==> src/rtl/sio_tx_pkg.sv <==
package sio_tx_pkg;
  typedef struct packed {
    logic clear;
    logic loadBuf;
    logic xfer;
    logic shiftBit;
    logic idle;
  } txStrobes_t;
endpackage

==> src/rtl/sio_tx_datapath.sv <==
module sio_tx_datapath
  import sio_tx_pkg::*;
#(
  parameter int DATA_W      = 8,
  parameter int DIV_HALF    = 4,
  parameter int SYNC_STAGES = 2
) (
  input  logic              clk,
  input  logic              rstN,
  input  logic              txEnable,
  input  logic              clkSelExt,
  input  logic              extSclk,
  input  logic [DATA_W-1:0] wrData,
  input  txStrobes_t        st,
  output logic              riseEv,
  output logic              fallEv,
  output logic              sclkOut,
  output logic              serOut
);
  localparam int DIV_W = $clog2(DIV_HALF) + 1;

  logic [DIV_W-1:0]       divCnt;
  logic                   sclkInt;
  logic                   divTerm;
  logic [SYNC_STAGES-1:0] syncQ;
  logic                   extLvl;
  logic                   extPrev;
  logic [DATA_W-1:0]      bufReg;
  logic [DATA_W-1:0]      shReg;

  assign divTerm = (divCnt == DIV_W'(DIV_HALF - 1));

  always_ff @(posedge clk or negedge rstN) begin
    if (!rstN) begin
      divCnt  <= '0;
      sclkInt <= 1'b1;
    end else if (!txEnable || clkSelExt) begin
      divCnt  <= '0;
      sclkInt <= 1'b1;
    end else if (divTerm) begin
      divCnt  <= '0;
      sclkInt <= ~sclkInt;
    end else begin
      divCnt <= divCnt + 1'b1;
    end
  end

  generate
    if (SYNC_STAGES == 1) begin : gSync1
      always_ff @(posedge clk or negedge rstN) begin
        if (!rstN) syncQ <= '1;
        else       syncQ <= extSclk;
      end
    end else begin : gSyncN
      always_ff @(posedge clk or negedge rstN) begin
        if (!rstN) syncQ <= '1;
        else       syncQ <= {syncQ[SYNC_STAGES-2:0], extSclk};
      end
    end
  endgenerate

  assign extLvl = syncQ[SYNC_STAGES-1];

  always_ff @(posedge clk or negedge rstN) begin
    if (!rstN) extPrev <= 1'b1;
    else       extPrev <= extLvl;
  end

  always_comb begin
    if (clkSelExt) begin
      riseEv  = txEnable & extLvl & ~extPrev;
      fallEv  = txEnable & ~extLvl & extPrev;
      sclkOut = extLvl;
    end else begin
      riseEv  = txEnable & divTerm & ~sclkInt;
      fallEv  = txEnable & divTerm & sclkInt;
      sclkOut = sclkInt;
    end
  end

  always_ff @(posedge clk or negedge rstN) begin
    if (!rstN) begin
      bufReg <= '0;
      shReg  <= '0;
      serOut <= 1'b1;
    end else begin
      if (st.loadBuf) bufReg <= wrData;
      if (st.clear) begin
        shReg  <= '0;
        serOut <= 1'b1;
      end else if (st.xfer) begin
        shReg  <= bufReg;
        serOut <= bufReg[0];
      end else if (st.shiftBit) begin
        shReg  <= shReg >> 1;
        serOut <= shReg[1];
      end else if (st.idle) begin
        serOut <= 1'b1;
      end
    end
  end

  AST_SEROUT_ON_FALL: assert property (@(posedge clk) disable iff (!rstN)
    (txEnable && $past(txEnable) && !$stable(serOut)) |-> $past(fallEv))
    else $error("serOut changed away from a falling edge");
  AST_EDGES_EXCLUSIVE: assert property (@(posedge clk) disable iff (!rstN)
    !(riseEv && fallEv))
    else $error("rise and fall events together");
endmodule

==> src/rtl/sio_tx_ctrl.sv <==
module sio_tx_ctrl
  import sio_tx_pkg::*;
#(
  parameter int FRAME_BITS = 8
) (
  input  logic       clk,
  input  logic       rstN,
  input  logic       txEnable,
  input  logic       irqSrcSel,
  input  logic       wrStrobe,
  input  logic       irqClear,
  input  logic       riseEv,
  input  logic       fallEv,
  output txStrobes_t st,
  output logic       bufEmpty,
  output logic       shiftDone,
  output logic       txIrq
);
  localparam int BIT_W = $clog2(FRAME_BITS);

  logic             enPrev, busy, armed;
  logic [BIT_W-1:0] bitCnt;
  logic             bufEmptyN, shiftDoneN, busyN, armedN, irqN, xfer;
  logic [BIT_W-1:0] bitCntN;

  always_comb begin
    bufEmptyN  = bufEmpty;
    shiftDoneN = shiftDone;
    busyN      = busy;
    armedN     = armed;
    bitCntN    = bitCnt;
    irqN       = txIrq;
    xfer       = 1'b0;
    st         = '0;
    if (!txEnable) begin
      st.clear   = 1'b1;
      bufEmptyN  = 1'b0;
      shiftDoneN = 1'b0;
      busyN      = 1'b0;
      armedN     = 1'b0;
      bitCntN    = '0;
      irqN       = 1'b0;
    end else begin
      if (!enPrev) begin
        bufEmptyN  = 1'b1;
        shiftDoneN = 1'b1;
      end else begin
        if (riseEv && !bufEmpty) armedN = 1'b1;
        if (fallEv) begin
          if (busy) begin
            if (bitCnt == BIT_W'(FRAME_BITS - 1)) begin
              if (armed) xfer = 1'b1;
              else begin
                busyN      = 1'b0;
                shiftDoneN = 1'b1;
                st.idle    = 1'b1;
              end
            end else begin
              st.shiftBit = 1'b1;
              bitCntN     = bitCnt + 1'b1;
            end
          end else if (armed) begin
            xfer = 1'b1;
          end
        end
        if (xfer) begin
          st.xfer    = 1'b1;
          armedN     = 1'b0;
          bufEmptyN  = 1'b1;
          busyN      = 1'b1;
          shiftDoneN = 1'b0;
          bitCntN    = '0;
        end
        if (wrStrobe) begin
          st.loadBuf = 1'b1;
          bufEmptyN  = 1'b0;
        end
      end
      if (irqClear) irqN = 1'b0;
      if (irqSrcSel ? (shiftDoneN && !shiftDone) : (bufEmptyN && !bufEmpty))
        irqN = 1'b1;
    end
  end

  always_ff @(posedge clk or negedge rstN) begin
    if (!rstN) begin
      enPrev    <= 1'b0;
      bufEmpty  <= 1'b0;
      shiftDone <= 1'b0;
      busy      <= 1'b0;
      armed     <= 1'b0;
      bitCnt    <= '0;
      txIrq     <= 1'b0;
    end else begin
      enPrev    <= txEnable;
      bufEmpty  <= bufEmptyN;
      shiftDone <= shiftDoneN;
      busy      <= busyN;
      armed     <= armedN;
      bitCnt    <= bitCntN;
      txIrq     <= irqN;
    end
  end

  AST_ENABLE_SETS_FLAGS: assert property (@(posedge clk) disable iff (!rstN)
    $rose(txEnable) |=> (bufEmpty && shiftDone))
    else $error("flags not set by enable");
  AST_ENABLE_RAISES_IRQ: assert property (@(posedge clk) disable iff (!rstN)
    $rose(txEnable) |=> txIrq)
    else $error("enable gave no interrupt request");
  AST_IRQ_STICKY: assert property (@(posedge clk) disable iff (!rstN)
    (txEnable && $past(txEnable) && $past(txIrq) && !$past(irqClear)) |-> txIrq)
    else $error("interrupt request dropped without clear");
  AST_DISABLED_QUIET: assert property (@(posedge clk) disable iff (!rstN)
    !txEnable |=> (!bufEmpty && !shiftDone && !txIrq))
    else $error("state left while disabled");
  AST_WRITE_FILLS_BUF: assert property (@(posedge clk) disable iff (!rstN)
    (txEnable && enPrev && wrStrobe) |=> !bufEmpty)
    else $error("write did not clear buffer-empty");
  AST_DONE_FALLS_ON_EDGE: assert property (@(posedge clk) disable iff (!rstN)
    (txEnable && $past(txEnable) && $fell(shiftDone)) |-> $past(fallEv))
    else $error("shiftDone fell off a falling edge");
endmodule

==> src/rtl/sio_tx_top.sv <==
module sio_tx_top
  import sio_tx_pkg::*;
#(
  parameter int DIV_HALF    = 4,
  parameter int SYNC_STAGES = 2
) (
  input  logic       clk,
  input  logic       rstN,
  input  logic       txEnable,
  input  logic       clkSelExt,
  input  logic       irqSrcSel,
  input  logic       wrStrobe,
  input  logic [7:0] wrData,
  input  logic       irqClear,
  input  logic       extSclk,
  output logic       bufEmpty,
  output logic       shiftDone,
  output logic       txIrq,
  output logic       serOut,
  output logic       sclkOut
);
  localparam int DATA_W = 8;

  txStrobes_t st;
  logic       riseEv, fallEv;

  sio_tx_ctrl #(.FRAME_BITS(DATA_W)) uCtrl (
    .clk(clk), .rstN(rstN), .txEnable(txEnable), .irqSrcSel(irqSrcSel),
    .wrStrobe(wrStrobe), .irqClear(irqClear), .riseEv(riseEv), .fallEv(fallEv),
    .st(st), .bufEmpty(bufEmpty), .shiftDone(shiftDone), .txIrq(txIrq)
  );

  sio_tx_datapath #(.DATA_W(DATA_W), .DIV_HALF(DIV_HALF), .SYNC_STAGES(SYNC_STAGES)) uData (
    .clk(clk), .rstN(rstN), .txEnable(txEnable), .clkSelExt(clkSelExt),
    .extSclk(extSclk), .wrData(wrData), .st(st), .riseEv(riseEv),
    .fallEv(fallEv), .sclkOut(sclkOut), .serOut(serOut)
  );

  AST_IDLE_LINE_HIGH: assert property (@(posedge clk) disable iff (!rstN)
    shiftDone |-> serOut)
    else $error("line not high while shifter idle");
endmodule

==> config.mk <==
export PLATFORM = sky130hd
export DESIGN_NAME = sio_tx_top
export DESIGN_NICKNAME = d
export VERILOG_FILES = /design/src/rtl/sio_tx_pkg.sv /design/src/rtl/sio_tx_datapath.sv /design/src/rtl/sio_tx_ctrl.sv /design/src/rtl/sio_tx_top.sv
export SDC_FILE = /design/constraint.sdc
export NUM_CORES = 1
export LEC_CHECK = 0
export CORE_MARGIN = 4
export CORE_UTILIZATION = 40
export CTS_BUF_LIST = sky130_fd_sc_hd__clkbuf_4 sky130_fd_sc_hd__clkbuf_8
export DETAILED_ROUTE_END_ITERATION = 10
export HOLD_SLACK_MARGIN = 0.08
export SLEW_MARGIN = 20
export SYNTH_ARGS = -nofsm -noshare
export SYNTH_HDL_FRONTEND = slang
export SYNTH_SLANG_ARGS = --single-unit
==> constraint.sdc <==
create_clock -name clk -period 3.9 [get_ports clk]
set_input_delay 0.39 -clock clk [delete_from_list [all_inputs] [get_ports clk]]
set_output_delay 0.39 -clock clk [all_outputs]
set_load 0.05 [all_outputs]
; Word level (Yosys, flattened, before mapping)
; Index checks and enable logic that the tools add are counted.
[word_totals]
reg_bits = 33
inputBits = 16
output_inout_bits = 5
[op_classes]
bitwise_logic = 10
n_mux = 62
eq_ne = 10
n_reduce_logical = 11
add_sub_neg = 2
[op_table]
columns = op, count
row1 = $mux W1, 47
row2 = $mux W3, 8
row3 = $mux W8, 3
row4 = $ne A3 B1 Y1 const B, 5
row5 = $mux W4, 2
row6 = $and A1 B1 Y1, 7
row7 = $add A3 B1 Y3 const B, 2
row8 = $mux W2, 2
row9 = $ne A4 B1 Y1 const B, 1
row10 = $reduce_and A2 Y1, 2
row11 = $reduce_and A4 Y1, 1
row12 = $eq A3 B2 Y1 const B, 1
row13 = $eq A3 B3 Y1 const B, 1
row14 = $logic_and A1 B1 Y1, 3
row15 = $logic_not A1 Y1, 3
row16 = $ne A3 B3 Y1 const B, 1
row17 = $not A1 Y1, 3
row18 = $ne A2 B1 Y1 const B, 1
row19 = $reduce_bool A2 Y1, 1
row20 = $logic_or A1 B1 Y1, 1

; Logic depth before layout (Yosys ltp)
; Gate-level depths: netlist of the first run.
[logic_depth]
ltp_word = 15
mapped_depth = 7
mapped_depth_nobuf = 6

; By module
; Synthesis of the first run repeated with hierarchy kept, for this count alone.
[unflattened]
cells_unflattened = 129
area_unflattened_um2 = 1585.3
[by_module_without_submodules]
columns = mod, n_inst, seq_area_each_um2, area_per_inst_um2, cells_each
row1 = sio_tx_datapath, 1, 581.8, 1028.5, 77
row2 = sio_tx_ctrl, 1, 225.2, 556.8, 52

; Worst setup path after synthesis of the first run
; OpenSTA, ideal clock, no wires.
[synth_path]
kind = register to register
from = register uCtrl.bitCnt[0]
to = register uData.shReg[1]
t_arrival_ns = 1.502
setup_ns = 0.124
n_path_buf = 1
slack_ns = 2.274
path_stages_with_launch = 8
required_ns = 3.776
cell_sequence = dfrtp_1 ha_1 ha_1 nand2b_1 nand2_1 buf_2 mux2i_1 o21ai_1
[synth_via]
elab_chain_len = 11
word_cells_on_any_way = 15
classes_between = eq/ne: 2 / mux: 13
[synth_lines]
columns = item, line_no
row1 = start: declaration, sio_tx_ctrl.sv:22  ; logic [BIT_W-1:0] bitCnt;
row2 = start signal: assignment, sio_tx_ctrl.sv:100  ; bitCnt <= bitCntN;
row3 = $eq A3 B3 Y1 (*), sio_tx_ctrl.sv:51  ; if (bitCnt == BIT_W'(FRAME_BITS - 1)) begin
row4 = $mux W1, sio_tx_ctrl.sv:51
row5 = $mux W1, sio_tx_ctrl.sv:50  ; if (busy) begin
row6 = $mux W1, sio_tx_ctrl.sv:49  ; if (fallEv) begin
row7 = $mux W1, sio_tx_ctrl.sv:44  ; if (!enPrev) begin
row8 = $mux W1, sio_tx_ctrl.sv:35  ; if (!txEnable) begin
row9 = $mux W1, sio_tx_ctrl.sv:66  ; if (xfer) begin
row10 = $mux W4 (*), sio_tx_ctrl.sv:44
row11 = $mux W4 (*), sio_tx_ctrl.sv:35
row12 = $mux W8, sio_tx_datapath.sv:91  ; end else if (st.xfer) begin
row13 = $mux W8, sio_tx_datapath.sv:88  ; if (st.clear) begin
row14 = end signal: assignment, sio_tx_datapath.sv:92  ; shReg <= bufReg;
row15 = end signal: assignment, sio_tx_datapath.sv:95  ; shReg <= shReg >> 1;
row16 = end: declaration, sio_tx_datapath.sv:29  ; logic [DATA_W-1:0] shReg;
; Every way passes the cells marked *; elsewhere a longest branch is shown, timed or not. The select of a mux whose other input is x is not followed.
; A chain may end at the register's enable or synchronous reset.

; Worst setup path in the final report of the first run
[layout_path]
from = input port clkSelExt
to = output port sclkOut
[layout_via]
elab_chain_len = 1
[layout_lines]
columns = item, line_no
row1 = start: declaration, sio_tx_top.sv:10  ; input logic clkSelExt,
row2 = $mux W1, sio_tx_datapath.sv:70  ; if (clkSelExt) begin
row3 = end: declaration, sio_tx_top.sv:20  ; output logic sclkOut
; Every way passes these cells.

==> results of run 1 <==
Yosys cell counts (all sizes together), types with 3 or more instances:
cell,count
nand2,13
a21oi,7
nand3,6
mux2i,6
nor2,6
o22ai,3
o21ai,10
dfrtp,27
nand2b,3
mux2,9
clkbuf,3
ha,3
buf,3
dfstp,5
cell type report:
cell class	instances	area, µm²
clock buffer	8	97.6
multi-input combinational	91	627
sequential	32	807
timing repair buffer	22	215
fill	300	1630
inverter	2	7.51
tap	46	57.6
sequential cells by signal (all words and copies together), names as in the netlist, 2 cells and up:
register	cells
uCtrl.bitCnt	3
uData.divCnt	3
uData.bufReg	8
uData.syncQ	2
uData.shReg	7
cell families after synthesis:
group           after synthesis  share of synthesized area
mux                          15                      0.110
buf+inv                       8                     0.0230
flops                        32                      0.550
compound gates               29                      0.129
simple gates                 43                      0.157
fa+ha+maj                     3                     0.0256
xor+xnor                      1                    0.00597
power groups by stage:
| stage | clock, mW | sequential (mW) | combinational (mW) |
|---|---|---|---|
| finish | 0.275 | 0.368 | 0.0777 |
| CTS | 0.284 | 0.368 | 0.0795 |
| detailed placement | 0 | 0.374 | 0.0793 |
| global placement | 0 | 0.373 | 0.0777 |
| floorplan | 0 | 0.377 | 0.0374 |
| global route | 0.297 | 0.371 | 0.0860 |
per-stage QoR:
| stage | utilization | cell area [µm²] | power, mW | worst slack (ps) |
|---|---|---|---|---|
| after floorplan | - | 1470 | 0.415 | 2270 |
| after global placement | 0.498 | 1710 | 0.451 | 1520 |
| after detailed placement | 0.498 | 1710 | 0.453 | 1510 |
| after CTS | 0.526 | 1810 | 0.731 | 1510 |
| after global routing | 0.526 | 1810 | 0.754 | 1480 |
| final | 0.526 | 1810 | 0.720 | 1520 |
layer usage:
| metal | vias to the layer above | wire length [µm] |
|---|---|---|
| li1 | 517 | - |
| met4 | 0 | 46 |
| met3 | 4 | 153 |
| met2 | 22 | 1330 |
| met5 | - | 0 |
| met1 | 504 | 1310 |
worst max path at each step:
| stage | from | to | slack (ps) | depth (start not counted) |
|---|---|---|---|---|
| CTS | clkSelExt | sclkOut | 1510 | 3 |
| floorplan | uCtrl.bitCnt[0] | uData.shReg[1] | 2270 | 7 |
| detailed placement | clkSelExt | sclkOut | 1510 | 3 |
| global route | clkSelExt | sclkOut | 1480 | 3 |
| global placement | clkSelExt | sclkOut | 1520 | 3 |
| finish | clkSelExt | sclkOut | 1520 | 3 |
worst max-delay path: cells and delay by family:
kind	cells	cell delay (ps)
buffers and inverters	2	1250
multiplexers	1	350
==> summary.md, run 1 <==
| Metric | Value |
|---|---|
| Status | `finished, final reports clean` |
| RR Startpoint | `uCtrl.bitCnt[0]` |
| CP Max Fanout | `6` |
| Root Driver | `clkbuf_8` |
| Setup crit start kind | `input pin` |
| WL final | `2.84 mm` |
| Seq cells post-synth | `32` |
| HP Class | `reg -> reg` |
| Routed wire per std cell | `14.1 µm` |
| IR drop worst, VDD | `0.302 mV` |
| Final HPWL DP | `1.96 mm` |
| Post-CTS Hold Buffers | `0` |
| Worst slew pin tran | `905 ps` |
| Pre-Repair DR Iteration Count | `4` |
| Antenna cells | `0` |
| Most common cell after layout, fill and taps aside | `dfrtp_1` |
| F_max | `420 MHz` |
| WP data required | `3510 ps` |
| Initial drt markers | `24` |
| Post-Syn Area | `1470 µm²` |
| Top FF cell, synth | `dfrtp_1` |
| Area of the core | `3440 µm²` |
| CP most frequent cell | `clkdlybuf4s50_1` |
| Fin Setup TNS | `0 ps` |
| Initial core utilization | `0.426` |
| Via count | `1047` |
| Htree depth | `2` |
| CP peak stage delay | `700 ps` |
| Worst hold slack | `358 ps` |
| Met3 GRT Util | `0.0486` |
| DRC errors left | `0` |
| Leakage Power | `0.797 nW` |
| Synth area leader | `dfrtp_1` |
| Unrepaired setup endpoints after global routing | `no` |
| Die area | `4700 µm²` |
| Clock-pin slew on the worst setup and hold paths | `70 ps` |
| First-pass GRT wire length | `4.91 mm` |
| Placement Rows | `21` |
| Critical path cell sequence | `clkdlybuf4s50_1 -> mux2_2 -> clkdlybuf4s50_1` |
| Critical R2R Capture | `uData.shReg[3]` |
| Die width | `68.6 µm` |
| M2 GR Usage | `0.231` |
| FFs w/ async S/R, synth | `1.00` |
| Top Usage Layer GRT | `met2` |
| Maximum clock insertion buffer count | `2` |
| Worst clock skew | `3.61 ps` |
| Fin crit share | `0.611` |
| Crit. End Element | `output port` |
| Inst Count DP | `193` |
| Post-synth cell types | `37` |
| P_sw | `0.168 mW` |
| GPL Wtd Cong | `0.789` |
| GRT Resource Usage Total | `0.143` |
| Reg2reg path depth | `6` |
| Layout cells sized above 1 | `0.142` |
| Count of port buffers added during placement | `20` |
| Hold EP | `uData.syncQ[1]` |
| # setup viols final | `0` |
| Final slew viol count | `0` |
| Final Critical Period | `2380 ps` |
| Syn Inst Count | `131` |
| Worst-skew pair later-pin latency | `280 ps` |
| CTS Sinks | `32` |
| Hold Path Origin | `uData.syncQ[0]` |
| Worst hold path depth | `0` |
| Vias in the first global route | `1090` |
| Critical-path top delay cell | `clkdlybuf4s50_1` |
| IO Count | `21` |
| Overflow after GRT | `0` |
| Top cells by area, synth | `dfrtp_1, dfstp_2, mux2_1, mux2i_1, nand2_1` |
| Layout area overhead | `23.4%` |
| Post-CTS resize count | `0` |
| Pwr Density | `397 nW/µm²` |
| Pint | `0.552 mW` |
| CTS tree | `yes` |
| Reg2Reg Setup Slack | `1950 ps` |
| Antenna Violating Nets Remaining | `0` |
| Final nets | `173` |
| Mapped Avg Cell Area | `11.2 µm²` |
| Initial antenna violation count | `0` |
| Synth Net Count | `150` |
| Sw Share | `0.233` |
| Sequential power share | `0.511` |
| Crit path DAT | `1990 ps` |
| WS Path Type | `in -> out` |
| Most frequent cells in the layout | `dfrtp_1, clkdlybuf4s50_1, nand2_1, o21ai_1` |
| Post-synth top area share | `0.460` |
| Pin count of the biggest net entering global routing | `33` |
| Final Hold Viols | `0` |
| Max_slew headroom | `0.397` |
| Clk network pwr share | `0.381` |
| Post-synthesis sequential area ratio | `0.550` |
| Number of synthesized flops with an enable pin | `0` |
| Via/cell ratio | `5.21` |
| Maximum Capacitance Violations | `0` |
| Yosys Warn Count | `0` |
| Comb power frac | `0.108` |
| Non-Filler Instances | `201` |
| Total CTS buffers | `5` |
| Post-CTS Setup Inserts | `0` |
| M1 GR Usage | `0.168` |
| Die height | `68.6 µm` |
Note: power is estimated with default switching activity, not from simulation.
==> run 2: changes to the inputs <==
==> constraint.sdc (replaced) <==
create_clock -name clk -period 2.1 [get_ports clk]
set_input_delay 0.21 -clock clk [delete_from_list [all_inputs] [get_ports clk]]
set_output_delay 0.21 -clock clk [all_outputs]
set_load 0.05 [all_outputs]
==> run 2 against run 1 <==
Against the previous run: routed wire length grew 2.2%; clock power is 72% higher; worst hold slack worse by 36 ps; setup slack got worse by 1200 ps; critical path depth down 2; register-to-register slack worse by 1600 ps; combinational power is 92% higher; final cell count up 1.0%; final area up 0.90%; total power increased by 81%; die area did not move; largest power group unchanged.
==> summary.md, run 2 (synthesis gave the netlist of run 1 again) <==
| Metric | Value |
|---|---|
| CP peak stage delay | `800 ps (+100 ps)` |
| Pin count of the biggest net entering global routing | `33 (unchanged)` |
| Worst hold slack | `322 ps (-36.2 ps)` |
| Vias in the first global route | `1067 (-2.1%)` |
| Leakage Power | `0.809 nW (+1.5%)` |
| HP Class | `in -> async` |
| IR drop worst, VDD | `0.396 mV (+31%)` |
| Worst slew pin tran | `497 ps (-408 ps)` |
| WP data required | `1890 ps (-1620 ps)` |
| Maximum Capacitance Violations | `0 (unchanged)` |
| DRC errors left | `0 (unchanged)` |
| Placement Rows | `21 (unchanged)` |
| WP buf/inv | `1 (-1)` |
| Clock-pin slew on the worst setup and hold paths | `60 ps (about the same)` |
| Root Driver | `clkbuf_8` |
| Overflow after GRT | `0 (unchanged)` |
| Maximum clock insertion buffer count | `2 (unchanged)` |
| Final HPWL DP | `2.10 mm (+7.2%)` |
| Placement Cell Area | `1740 µm² (+1.5%)` |
| DR WL met2 | `1.41 mm (+6.0%)` |
| Reg2reg path depth | `7 (+1)` |
| Layout cells sized above 1 | `0.159 (+0.0173)` |
| Count of port buffers added during placement | `20 (unchanged)` |
| Layout area overhead | `24.6%` |
| CP Max Fanout | `2 (-4)` |
| Routed wire per std cell | `14.3 µm (+1.2%)` |
| Crit. End Element | `output port` |
| Critical path cell sequence | `clkdlybuf4s50_1` |
| Final Util | `0.531 (+0.00473)` |
| Via/cell ratio | `5.28 (+1.4%)` |
| Fillers | `328 (+9.3%)` |
| Critical-path top delay cell | `clkdlybuf4s50_1` |
| WS Path Type | `reg -> out` |
| Antenna cells | `0 (unchanged)` |
| Most frequent cells in the layout | `dfrtp_1, clkdlybuf4s50_1, nand2_1, o21ai_1` |
| Finished Cell Area | `1830 µm² (+0.90%)` |
| CP top delay family | `buffers and inverters` |
| IO Count | `21 (unchanged)` |
| Worst-skew pair later-pin latency | `280 ps (about the same)` |
| Final slew viol count | `0 (unchanged)` |
| Met3 WL post-DR | `117 µm (-24%)` |
| Pre-Repair DR Iteration Count | `4 (unchanged)` |
| GRT Resource Usage Total | `0.147 (+0.00344)` |
| Final Hold Viols | `0 (unchanged)` |
| Inst Count DP | `195 (+1.0%)` |
| Pwr Density | `714 nW/µm² (+80%)` |
| Worst clock skew | `2.88 ps (-0.727 ps)` |
| Antenna Violating Nets Remaining | `0 (unchanged)` |
| Via count | `1072 (+2.4%)` |
| Metal1 wirelength | `1.32 mm (+0.53%)` |
| Initial drt markers | `61 (+150%)` |
| Die height | `68.6 µm (unchanged)` |
| # setup viols final | `0 (unchanged)` |
| Total CTS buffers | `5 (unchanged)` |
| Max FFs per register | `8 (unchanged)` |
| CTS tree | `yes` |
| Htree depth | `2 (unchanged)` |
| Register with the most flip-flops | `uData.bufReg` |
| Status | `finished, final reports clean` |
| WL final | `2.90 mm (+2.2%)` |
| GPL Wtd Cong | `0.827 (+4.8%)` |
| Post-CTS Setup Inserts | `0 (unchanged)` |
| Post-CTS resize count | `0 (unchanged)` |
| First-pass GRT wire length | `4.92 mm (+0.29%)` |
| Unrepaired setup endpoints after global routing | `no` |
| Final Critical Period | `1820 ps` |
| Initial core utilization | `0.426 (unchanged)` |
| Largest regs | `uData.bufReg (8), uData.shReg (7)` |
| Die area | `4700 µm² (unchanged)` |
| Post-CTS Hold Buffers | `0 (unchanged)` |
| Max_slew headroom | `0.668 (+0.271)` |
| Crit path DAT | `1610 ps (-380 ps)` |
| CTS Sinks | `32 (unchanged)` |
| F_max | `549 MHz` |
| Die width | `68.6 µm (unchanged)` |
| Top Layer Used | `met4` |
| Critical path depth | `1 (-2)` |
| Area of the core | `3440 µm² (unchanged)` |
| Initial antenna violation count | `0 (unchanged)` |
| Non-Filler Instances | `203 (+1.0%)` |
| Fin Setup TNS | `0 ps (unchanged)` |
| Final nets | `175 (+1.2%)` |
| Fin crit share | `0.868` |
| Most common cell after layout, fill and taps aside | `dfrtp_1` |
| Setup crit start kind | `register` |
-- run 2: changes by cell type in the layout (fill, tap and decap cells not counted), sizes merged --
| cell | previous run | this run |
|---|---|---|
| buf | 2 | 5 |
| clkbuf | 8 | 7 |
| clkdlybuf4s50 | 20 | 19 |
| clkinv | 0 | 1 |
-- run 2: worst paths after layout --
path                                  from               to  slack (ps)
max                           uData.serOut           serOut         280
max reg2reg                uCtrl.bitCnt[0]     uData.serOut         310
min                                   rstN  uCtrl.bitCnt[0]         320
min in group clk                   extSclk   uData.syncQ[0]         330
max in group asynchronous             rstN   uData.syncQ[0]        1440
min reg2reg                 uData.syncQ[0]   uData.syncQ[1]         360
-- run 2: final cells by class --
type / instances / area [µm²] / area share
Sequential cell: 32 / 807 / 0.441
Multi-Input combinational cell: 91 / 627 / 0.343
Timing Repair Buffer: 24 / 240 / 0.131
Clock buffer: 7 / 83.8 / 0.0459
Tap cell: 46 / 57.6 / 0.0315
Inverter: 2 / 7.51 / 0.00411
Clock inverter: 1 / 5.00 / 0.00274
-- run 2: metal layers --
layer | up-vias | GRT usage
met5 | - | 0
met4 | 0 | 0.0819
met3 | 7 | 0.0340
met2 | 24 | 0.230
met1 | 522 | 0.185
li1 | 519 | -
-- run 2: stage by stage --
| step | setup slack, ps | power, mW |
|---|---|---|
| floorplan | 474 | 0.770 |
| global placement | 278 | 0.840 |
| detailed placement | 171 | 0.848 |
| CTS | 260 | 1.33 |
| global route | 171 | 1.38 |
| finish | 277 | 1.30 |
-- run 2: where the power goes --
part | total, mW | switching, mW | internal, mW
clock | 0.472 | 0.214 | 0.258
sequential | 0.684 | 0.0247 | 0.659
combinational | 0.149 | 0.0743 | 0.0745
total | 1.30 | 0.313 | 0.992
